===== src/rtl/csel_pkg.sv =====
package csel_pkg;

   // number of carry-selected segments above the low lookahead segment
   function automatic int unsigned sel_count(int unsigned w, int unsigned lo_w, int unsigned sw);
      return (w - lo_w) / sw;
   endfunction

   // least significant bit of selected segment i
   function automatic int unsigned sel_base(int unsigned lo_w, int unsigned sw, int unsigned i);
      return lo_w + i * sw;
   endfunction

   // width of selected segment i; the last one absorbs the remainder
   function automatic int unsigned sel_width(int unsigned w, int unsigned lo_w, int unsigned sw,
                                             int unsigned i, int unsigned n);
      if (i == n - 1)
         return w - lo_w - (n - 1) * sw;
      else
         return sw;
   endfunction

endpackage


===== src/rtl/csel_pg_bits.sv =====
module csel_pg_bits #(
   parameter int unsigned W = 10
) (
   input  logic [W-1:0] a_i,
   input  logic [W-1:0] b_i,
   output logic [W-1:0] prop_o,
   output logic [W-1:0] gen_o
);

   generate
      if (W < 1) begin : g_bad_w
         $error("csel_pg_bits: W must be at least 1");
      end
   endgenerate

   for (genvar k = 0; k < W; k++) begin : g_bit
      assign prop_o[k] = a_i[k] ^ b_i[k];
      assign gen_o[k]  = a_i[k] & b_i[k];
   end

endmodule


===== src/rtl/csel_low_cla.sv =====
module csel_low_cla #(
   parameter int unsigned SW = 3
) (
   input  logic [SW-1:0] prop_i,
   input  logic [SW-1:0] gen_i,
   output logic [SW-1:0] sum_o,
   output logic          cout_o
);

   logic [SW-1:0] cy;

   generate
      if (SW < 1) begin : g_bad_sw
         $error("csel_low_cla: SW must be at least 1");
      end
   endgenerate

   // carry-in fixed at zero: first carry is the lowest generate
   assign cy[0]    = gen_i[0];
   assign sum_o[0] = prop_i[0];

   for (genvar k = 1; k < SW; k++) begin : g_chain
      assign cy[k]    = gen_i[k] | (prop_i[k] & cy[k-1]);
      assign sum_o[k] = prop_i[k] ^ cy[k-1];
   end

   assign cout_o = cy[SW-1];

   always_comb begin
      assert ({cout_o, sum_o} == ({1'b0, prop_i} + {gen_i, 1'b0}))
         else $error("low segment sum mismatch"); // AST_LOW_EXACT R3
   end

endmodule


===== src/rtl/csel_share_seg.sv =====
module csel_share_seg #(
   parameter int unsigned SW       = 3,
   parameter bit          SHARE_C1 = 1'b1
) (
   input  logic [SW-1:0] prop_i,
   input  logic [SW-1:0] gen_i,
   input  logic          cin_i,
   output logic [SW-1:0] sum_o,
   output logic          cout_o
);

   logic [SW-1:0] c0;
   logic [SW-1:0] c1;
   logic [SW-1:0] s0;
   logic [SW-1:0] s1;

   generate
      if (SW < 1) begin : g_bad_sw
         $error("csel_share_seg: SW must be at least 1");
      end
   endgenerate

   // carry-in-0 chain
   assign c0[0] = gen_i[0];
   for (genvar k = 1; k < SW; k++) begin : g_c0
      assign c0[k] = gen_i[k] | (prop_i[k] & c0[k-1]);
   end

   // carry-in-1 chain: shared or duplicated variant
   generate
      if (SHARE_C1) begin : g_shared
         for (genvar k = 0; k < SW; k++) begin : g_c1
            assign c1[k] = c0[k] | (&prop_i[k:0]);
         end
      end else begin : g_dup
         assign c1[0] = gen_i[0] | prop_i[0];
         for (genvar k = 1; k < SW; k++) begin : g_c1
            assign c1[k] = gen_i[k] | (prop_i[k] & c1[k-1]);
         end
      end
   endgenerate

   // sums for both hypotheses
   assign s0[0] = prop_i[0];
   assign s1[0] = ~prop_i[0];
   for (genvar k = 1; k < SW; k++) begin : g_sum
      assign s0[k] = prop_i[k] ^ c0[k-1];
      assign s1[k] = prop_i[k] ^ c1[k-1];
   end

   // word-level selector driven by the incoming carry
   assign {cout_o, sum_o} = cin_i ? {c1[SW-1], s1} : {c0[SW-1], s0};

   always_comb begin
      assert ({c1[SW-1], s1} == ({c0[SW-1], s0} + (SW+1)'(1)))
         else $error("carry-in-1 result is not carry-in-0 result plus one"); // AST_SEL_PLUS_ONE R4
   end

endmodule


===== src/rtl/cs_share_adder.sv =====
module cs_share_adder #(
   parameter int unsigned W        = 10,
   parameter int unsigned LOW_W    = 3,
   parameter int unsigned SEL_W    = 3,
   parameter bit          SHARE_C1 = 1'b1
) (
   input  logic [W-1:0] x_i,
   input  logic [W-1:0] y_i,
   output logic [W-1:0] sum_o,
   output logic         cout_o
);

   localparam int unsigned NSEL = csel_pkg::sel_count(W, LOW_W, SEL_W);

   generate
      if (LOW_W < 1 || SEL_W < 1) begin : g_bad_seg
         $error("cs_share_adder: segment widths must be at least 1");
      end
      if (W < LOW_W + SEL_W) begin : g_bad_w
         $error("cs_share_adder: W must hold the low segment and one selected segment");
      end
   endgenerate

   logic [W-1:0]  prop;
   logic [W-1:0]  gen;
   logic [NSEL:0] seg_c;

   csel_pg_bits #(.W(W)) u_pg (
      .a_i    (x_i),
      .b_i    (y_i),
      .prop_o (prop),
      .gen_o  (gen)
   );

   csel_low_cla #(.SW(LOW_W)) u_low (
      .prop_i (prop[LOW_W-1:0]),
      .gen_i  (gen[LOW_W-1:0]),
      .sum_o  (sum_o[LOW_W-1:0]),
      .cout_o (seg_c[0])
   );

   for (genvar i = 0; i < NSEL; i++) begin : g_seg
      localparam int unsigned B  = csel_pkg::sel_base(LOW_W, SEL_W, i);
      localparam int unsigned SW = csel_pkg::sel_width(W, LOW_W, SEL_W, i, NSEL);
      csel_share_seg #(.SW(SW), .SHARE_C1(SHARE_C1)) u_seg (
         .prop_i (prop[B +: SW]),
         .gen_i  (gen[B +: SW]),
         .cin_i  (seg_c[i]),
         .sum_o  (sum_o[B +: SW]),
         .cout_o (seg_c[i+1])
      );
   end

   assign cout_o = seg_c[NSEL];

   always_comb begin
      assert ({cout_o, sum_o} == ({1'b0, x_i} + {1'b0, y_i}))
         else $error("adder result mismatch"); // AST_SUM_MATCH R1
      assert (!cout_o || x_i[W-1] || y_i[W-1])
         else $error("carry-out without an MSB set"); // AST_COUT_NEEDS_MSB R5
   end

endmodule


===== config.mk =====
export PLATFORM = sky130hd
export DESIGN_NAME = cs_share_adder
export DESIGN_NICKNAME = d
export VERILOG_FILES = /design/src/rtl/csel_pkg.sv /design/src/rtl/csel_pg_bits.sv /design/src/rtl/csel_low_cla.sv /design/src/rtl/csel_share_seg.sv /design/src/rtl/cs_share_adder.sv
export SDC_FILE = /design/constraint.sdc
export NUM_CORES = 1
export LEC_CHECK = 0
export BUFFER_PORTS_ARGS = -buffer_cell sky130_fd_sc_hd__buf_2
export CAP_MARGIN = 20
export CORE_AREA = 2 2 39 41
export DETAILED_ROUTE_END_ITERATION = 7
export DIE_AREA = 0 0 41 43
export GPL_TIMING_DRIVEN = 0
export PLACE_DENSITY = 0.57
export SETUP_SLACK_MARGIN = 0.4
export SLEW_MARGIN = 10
export SYNTH_ARGS = -nofsm -noshare
export SYNTH_HDL_FRONTEND = slang
export SYNTH_SLANG_ARGS = --single-unit

===== constraint.sdc =====
create_clock -name vclk -period 4.16
set_clock_uncertainty 0.1 [all_clocks]
set_input_delay 0.208 -clock vclk [all_inputs]
set_output_delay 0.208 -clock vclk [all_outputs]
set_load 0.1 [all_outputs]

* Yosys cells after proc, flatten, opt, wreduce, memory -nomap -nowiden *
Cells that the tools add are included.

operators by class
  muxes and demuxes = 2
  bitwise logic cells = 55
  reduce and logical (&&, ||, !) cells = 5

operators with widths
  kind                 count
  1-bit bitwise XOR    22
  1-bit AND            17
  1-bit OR             14
  3-bit AND reduction  2
  5-bit two-way mux    1
  4-bit two-way mux    1
  2-bit AND reduction  2
  4-bit AND reduction  1
  1-bit NOT            2

word-level totals
  bits in registers = 0
  input port bits = 20
  output and inout port bits = 11
  logic and storage cells = 62

* Logic depth before layout (Yosys ltp) *
Gate-level depths: netlist of run 1.

  depth after elaboration = 9
  mapped depth = 7
  gate-level depth less buffers = 7

* Hierarchy *
A second synthesis of run 1 with hierarchy kept.

unflattened totals
  cell total of the unflattened synthesis = 31
  area total of the unflattened synthesis = 295.3 µm²

modules (own cells, without submodules)
  module                            instances  cells an instance  area an instance (µm²)  sequential area each (µm²)
  csel_pg_bits                      1          10                 125.1                   0.0
  csel_share_seg at g_seg[1].u_seg  1          9                  71.3                    0.0
  csel_share_seg at g_seg[0].u_seg  1          7                  53.8                    0.0
  csel_low_cla                      1          5                  45.0                    0.0

* Worst setup path before layout of run 1 *
Ideal clock, no wire load.

  path type = input -> output
  start point = in x_i[0]
  end point = out sum_o[7]
  arrival = 3.379 ns
  required time = 3.852 ns
  slack = 0.473 ns
  cell stages on the path = 7
  path buffers = 0
  path through = ha_1 > fa_1 > fa_1 > a211o_1 > a21oi_4 > mux2i_1 > xnor2_1

between the ends
  cells in the longest elaborated chain, start to end = 7

RTL lines
  element            line                  source
  start, declared    cs_share_adder.sv:7   input logic [W-1:0] x_i,
  1-bit AND          csel_pg_bits.sv:18    assign gen_o[k] = a_i[k] & b_i[k];
  1-bit AND          csel_low_cla.sv:23    assign cy[k] = gen_i[k] | (prop_i[k] & cy[k-1]);
  1-bit OR           csel_low_cla.sv:23
  1-bit AND          csel_low_cla.sv:23
  1-bit OR           csel_low_cla.sv:23
  4-bit two-way mux  csel_share_seg.sv:52  assign {cout_o, sum_o} = cin_i ? {c1[SW-1], s1} : {c0[SW-1], s0};
  5-bit two-way mux  csel_share_seg.sv:52
  end, declared      cs_share_adder.sv:9   output logic [W-1:0] sum_o,

Every way passes these cells.

* Final worst setup path of run 1 *
Same ends and word-level chain as after synthesis.

==> impl_metrics.yaml, run 1 <==
cells_and_area:
  nFillCells: 159
  antenna_cells: 0
  clkbuf_count: 0
  syn_to_final_growth_pct: 49.1
  final-seq-area_um2: 0
  fin_util: 0.384
  final_net_count: 106
  seq_cells: 0
  drive_gt1_frac: 0.444
  fin_cells: 88
  multi_input_area_um2: 334
detailed_routing:
  vias: 409
  detail_route.iter0.violations: 0
  wl_um: 804
  vias_per_cell: 4.65
  ant_nets: 0
  drtPass1Iterations: 1
  wl_per_cell_um: 9.14
  drc: 0
timing:
  rsz0062_at_grt: "no"
  worst_slew_pin_slew_ns: 0.489
  min_period_ns: 3.01
  min_period_over_period: 0.723
  setup_ws_ns: 1.15
  setup_tns_ns: 0
  setup_viol: 0
  slew_headroom: 0.676
  slew_viol_final: 0
  max_clock_freq_mhz: 332
  final-hold-violation-count: 0
clocking:
  holdBufCountCts: 0
  cts_setup_buffers: 0
  cts_resized: 0
die:
  die_h_um: 43
  dieArea_mm2: 0.00176
  start_util: 0.258
  io_pins: 31
  rows: 14
  coreArea_mm2: 0.00138
  die_x_um: 41
setup_path:
  crit_path_end_kind: "output port"
  worst-path-max-fanout: 5
  crit_buf_inv: 2
  cp_cell_sequence: "buf_2 > ha_1 > fa_1 > fa_1 > a211o_1 > a21oi_4 > mux2i_1 > xnor2_1 > buf_2"
  start_kind: "input pin"
  cp_data_arrival_time_ns: 2.70
  critical-path-slowest-cell: "fa_1"
  max_stage_delay_ns: 0.46
  required_ns: 3.85
  critical-path-top-delay-family: "adder cells"
  critPathKind: "in2out"
synthesis:
  netlist_area_um2: 357
  synthTopCellsByArea: "ha_1 (35%), fa_1 (11%), xnor2_1 (7.4%)"
  syn_area_per_cell_um2: 8.70
  synth_top_area_frac: 0.351
  synth.largest_area_cell: "ha_1"
  seq_area_frac_synth: 0
  yosys_warnings: 0
  synth_cells: 41
  synth_cell_types: 18
  synthesis.nets: 73
pwr:
  ir_drop_mv: 0.149
  power.density_mw_per_mm2: 426
  p_int_uw: 42.8
  power.switching_uw: 184
  swShare: 0.811
  p_seq_frac: 0
  combPwrFrac: 1.000
  pwr-share-clk: 0
  leakagePower_nw: 0.314
  p_total_uw: 226
global_route:
  track_usage: 0.0909
  antenna_found_initial: 0
  grt_pass1_wl_um: 1210
  grt_pass1_vias: 374
  overflow: 0
  grt_max_degree: 6
place:
  place_congestion: 0.629
  hpwl_um: 784
  place_inst: 88
  post-place-ws_ns: 1.15
  portBuffers: 31
outcome:
  status: "completed"
run:
  max_cap_viol_count: 0
worst_hold_path:
  hold_path_class: "in2out"
==> placed cells by master (no fill, tap or decap) <==
cell type   n
a211o_1     1
a211oi_1    1
a21o_1      2
a21oi_1     2
a21oi_4     1
a31oi_1     1
buf_2      31
fa_1        2
ha_1       10
inv_1       6
mux2i_1     1
nand2_1     2
nor2_1      1
o21a_1      1
o21ai_0     1
o21ai_1     2
o2bb2ai_1   1
xnor2_1     3
xor2_1      3
==> stage by stage <==
| step | hold WS (ns) | cell area [um2] |
|---|---|---|
| 3_3_place_gp | 0.878 | 532 |
| 3_5_place_dp | 0.892 | 532 |
| 5_1_grt | 0.913 | 532 |
| 4_1_cts | 0.892 | 532 |
| 6_report | 0.884 | 532 |
| 2_1_floorplan | 0.856 | 357 |
==> synth_stat cells <==
cell and n:
mux2i_1 1, a211oi_1 1, a21oi_4 1, fa_1 2
ha_1 10, inv_1 6, a211o_1 1, a31oi_1 1
o21ai_0 1, nor2_1 1, o21ai_1 2, o2bb2ai_1 1
xnor2_1 3, nand2_1 2, a21oi_1 2, o21a_1 1
a21o_1 2, xor2_1 3
==> logic make-up after synthesis <==
family	synth area share
AOI/OAI and AO/OA	0.267
xor gates and xnor gates	0.147
adders and majority gates	0.463
buffers and inverters	0.0632
muxes	0.0281
and+or+nand+nor	0.0316
==> power groups by stage <==
stage               logic [mW]  registers (mW)  clock network, mW
floorplan                0.196               0                  0
global placement         0.226               0                  0
detailed placement       0.227               0                  0
CTS                      0.228               0                  0
global route             0.236               0                  0
finish                   0.226               0                  0
==> routing by layer <==
| metal | routed length [um] | global-route usage | up-vias |
|---|---|---|---|
| met3 | 95 | 0 | 0 |
| met2 | 431 | 0.209 | 21 |
| met4 | 0 | 0 | 0 |
| li1 | - | - | 206 |
| met5 | 0 | 0 | - |
| met1 | 276 | 0.0759 | 182 |
==> final cells by class <==
| type | instances | area share |
|---|---|---|
| Multi-Input combinational cell | 35 | 0.628 |
| Tap cell | 16 | 0.0376 |
| Timing Repair Buffer | 31 | 0.292 |
| Inverter | 6 | 0.0424 |
==> final timing paths <==
| path | start | depth (start not counted) | endpoint |
|---|---|---|---|
| max | x_i[0] | 9 | sum_o[7] |
| min | y_i[8] | 4 | sum_o[8] |
==> tightest hold or removal path: cells and delay by family <==
| kind | cells | cell delay [ns] |
|---|---|---|
| buffers and inverters | 2 | 0.36 |
| adder cells (fa/ha/maj) | 1 | 0.14 |
| XOR/XNOR | 1 | 0.07 |
No activity file was read; power rests on OpenSTA's default activity.
==> run 2: changes to the inputs <==
--- a/config.mk
+++ b/config.mk
@@ -5,13 +5,14 @@
 export SDC_FILE = /design/constraint.sdc
 export NUM_CORES = 1
 export LEC_CHECK = 0
+export ABC_AREA = 1
 export BUFFER_PORTS_ARGS = -buffer_cell sky130_fd_sc_hd__buf_2
 export CAP_MARGIN = 20
 export CORE_AREA = 2 2 39 41
 export DETAILED_ROUTE_END_ITERATION = 7
 export DIE_AREA = 0 0 41 43
 export GPL_TIMING_DRIVEN = 0
-export PLACE_DENSITY = 0.57
+export PLACE_DENSITY = 0.65
 export SETUP_SLACK_MARGIN = 0.4
 export SLEW_MARGIN = 10
 export SYNTH_ARGS = -nofsm -noshare
==> constraint.sdc (replaced) <==
create_clock -name vclk -period 2.6
set_clock_uncertainty 0.1 [all_clocks]
set_input_delay 0.13 -clock vclk [all_inputs]
set_output_delay 0.13 -clock vclk [all_outputs]
set_load 0.1 [all_outputs]
==> impl_metrics.yaml, run 2 <==
cells_and_area:
  drive_gt1_frac: 0.545
  multi_input_area_um2: 478
  fin_cells: 115
  syn_to_final_growth_pct: 86.5
  final-seq-area_um2: 0
  nFillCells: 137
  seq_cells: 0
  final_cell_mix: "buf_2 (24), nand2_1 (14), inv_1 (13)"
  antenna_cells: 0
  clkbuf_count: 0
  final_net_count: 133
  fin_util: 0.575
  layout_commonest_cell: "buf_2"
  fin_area_um2: 796
global_route:
  grt_pass1_vias: 442
  track_usage: 0.118
  grt_pass1_wl_um: 1550
  grt_max_degree: 5
  antenna_found_initial: 0
  overflow: 0
timing:
  max_clock_freq_mhz: 466
  min_period_over_period: 0.825
  worst_slew_pin_slew_ns: 0.486
  setup_viol: 0
  setup_tns_ns: 0
  rsz0062_at_grt: "yes"
  min_period_ns: 2.14
  slew_viol_final: 0
  slew_headroom: 0.679
  final-hold-violation-count: 0
detailed_routing:
  drtPass1Iterations: 4
  wl_per_cell_um: 8.70
  ant_nets: 0
  vias: 511
  vias_per_cell: 4.44
  drc: 0
  detail_route.iter0.violations: 2
  wl_um: 1000
setup_path:
  cp_cell_sequence: "buf_2 > ha_2 > fa_2 > fa_2 > nand2_2 > nand2_2 > nand3_4 > nand3b_1 > nand2_1 > nand2_1 > nand2_2 > buf_12"
  critPathKind: "in2out"
  crit_top_cell: "nand2_2"
  required_ns: 2.37
  max_stage_delay_ns: 0.37
  cp_data_arrival_time_ns: 1.91
  crit_path_end_kind: "output port"
  critical-path-slowest-cell: "fa_2"
  crit_buf_inv: 2
  start_kind: "input pin"
  worst-path-max-fanout: 3
  critical-path-top-delay-family: "adder cells"
place:
  hpwl_um: 836
  place_inst: 113
  portBuffers: 31
  postPlaceCellArea_um2: 659
  place_congestion: 0.747
die:
  coreArea_mm2: 0.00138
  dieArea_mm2: 0.00176
  rows: 14
  io_pins: 31
  die_x_um: 41
  start_util: 0.308
  die_h_um: 43
synthesis:
  synth.largest_area_cell: "ha_1"
  synth.most_common_cell: "nand2_1"
  synth_top_area_frac: 0.293
  synthesis.nets: 98
  syn_area_per_cell_um2: 6.46
  seq_area_frac_synth: 0
  netlist_area_um2: 427
  synth_cell_types: 16
  yosys_warnings: 0
  synthTopCellsByCount: "nand2_1 (22), inv_1 (13), ha_1 (10)"
  synth_cells: 66
  synthTopCellsByArea: "ha_1 (29%), nand2_1 (19%), inv_1 (11%)"
run:
  max_cap_viol_count: 0
pwr:
  ir_drop_mv: 0.280
  leakagePower_nw: 0.459
  power.density_mw_per_mm2: 579
clocking:
  holdBufCountCts: 0
outcome:
  status: "completed"
worst_hold_path:
  hold_path_class: "in2out"
-- run 2: cell families after synthesis --
| kind of cell | share of synthesized area |
|---|---|
| buffers and inverters | 0.123 |
| xor gates and xnor gates | 0.0821 |
| adders and majority gates | 0.387 |
| AOI/OAI and AO/OA | 0.0234 |
| and+or+nand+nor | 0.384 |
-- run 2: layer usage --
metal | global-route usage | up-vias | wire length [um]
met4 | 0.0200 | 0 | 22
li1 | - | 265 | -
met3 | 0 | 2 | 38
met1 | 0.143 | 231 | 380
met5 | 0 | - | 0
met2 | 0.219 | 13 | 560
-- run 2: cell type report --
cell class         instances  area share
multi-input cells         52       0.601
repair buffers            33       0.308
inverters                 14      0.0660
well taps                 16      0.0252
-- run 2: final timing paths --
kind,from,endpoint,slack (ns),depth (start not counted)
setup / recovery,x_i[0],sum_o[7],0.46,12
hold / removal,y_i[9],cout_o,0.64,5
-- run 2: metrics by stage --
stage	setup WS (ns)	hold WS [ns]	total power, mW
after floorplan	0.0988	0.598	0.340
after global placement	0.163	0.724	0.385
after detailed placement	0.137	0.722	0.389
after CTS	0.382	0.688	0.426
after global routing	0.378	0.680	0.484
final	0.456	0.642	0.461
-- run 2: where the power goes --
part | internal (mW) | switching (mW)
registers | 0 | 0
clock network | 0 | 0
logic | 0.132 | 0.329
total | 0.132 | 0.329
-- run 2: repair_timing --
action                                  in CTS  in global routing
buffers inserted                             2                  0
resized for setup                           15                 17
endpoints found under the setup margin       7                  7
pin swaps                                    1                  7
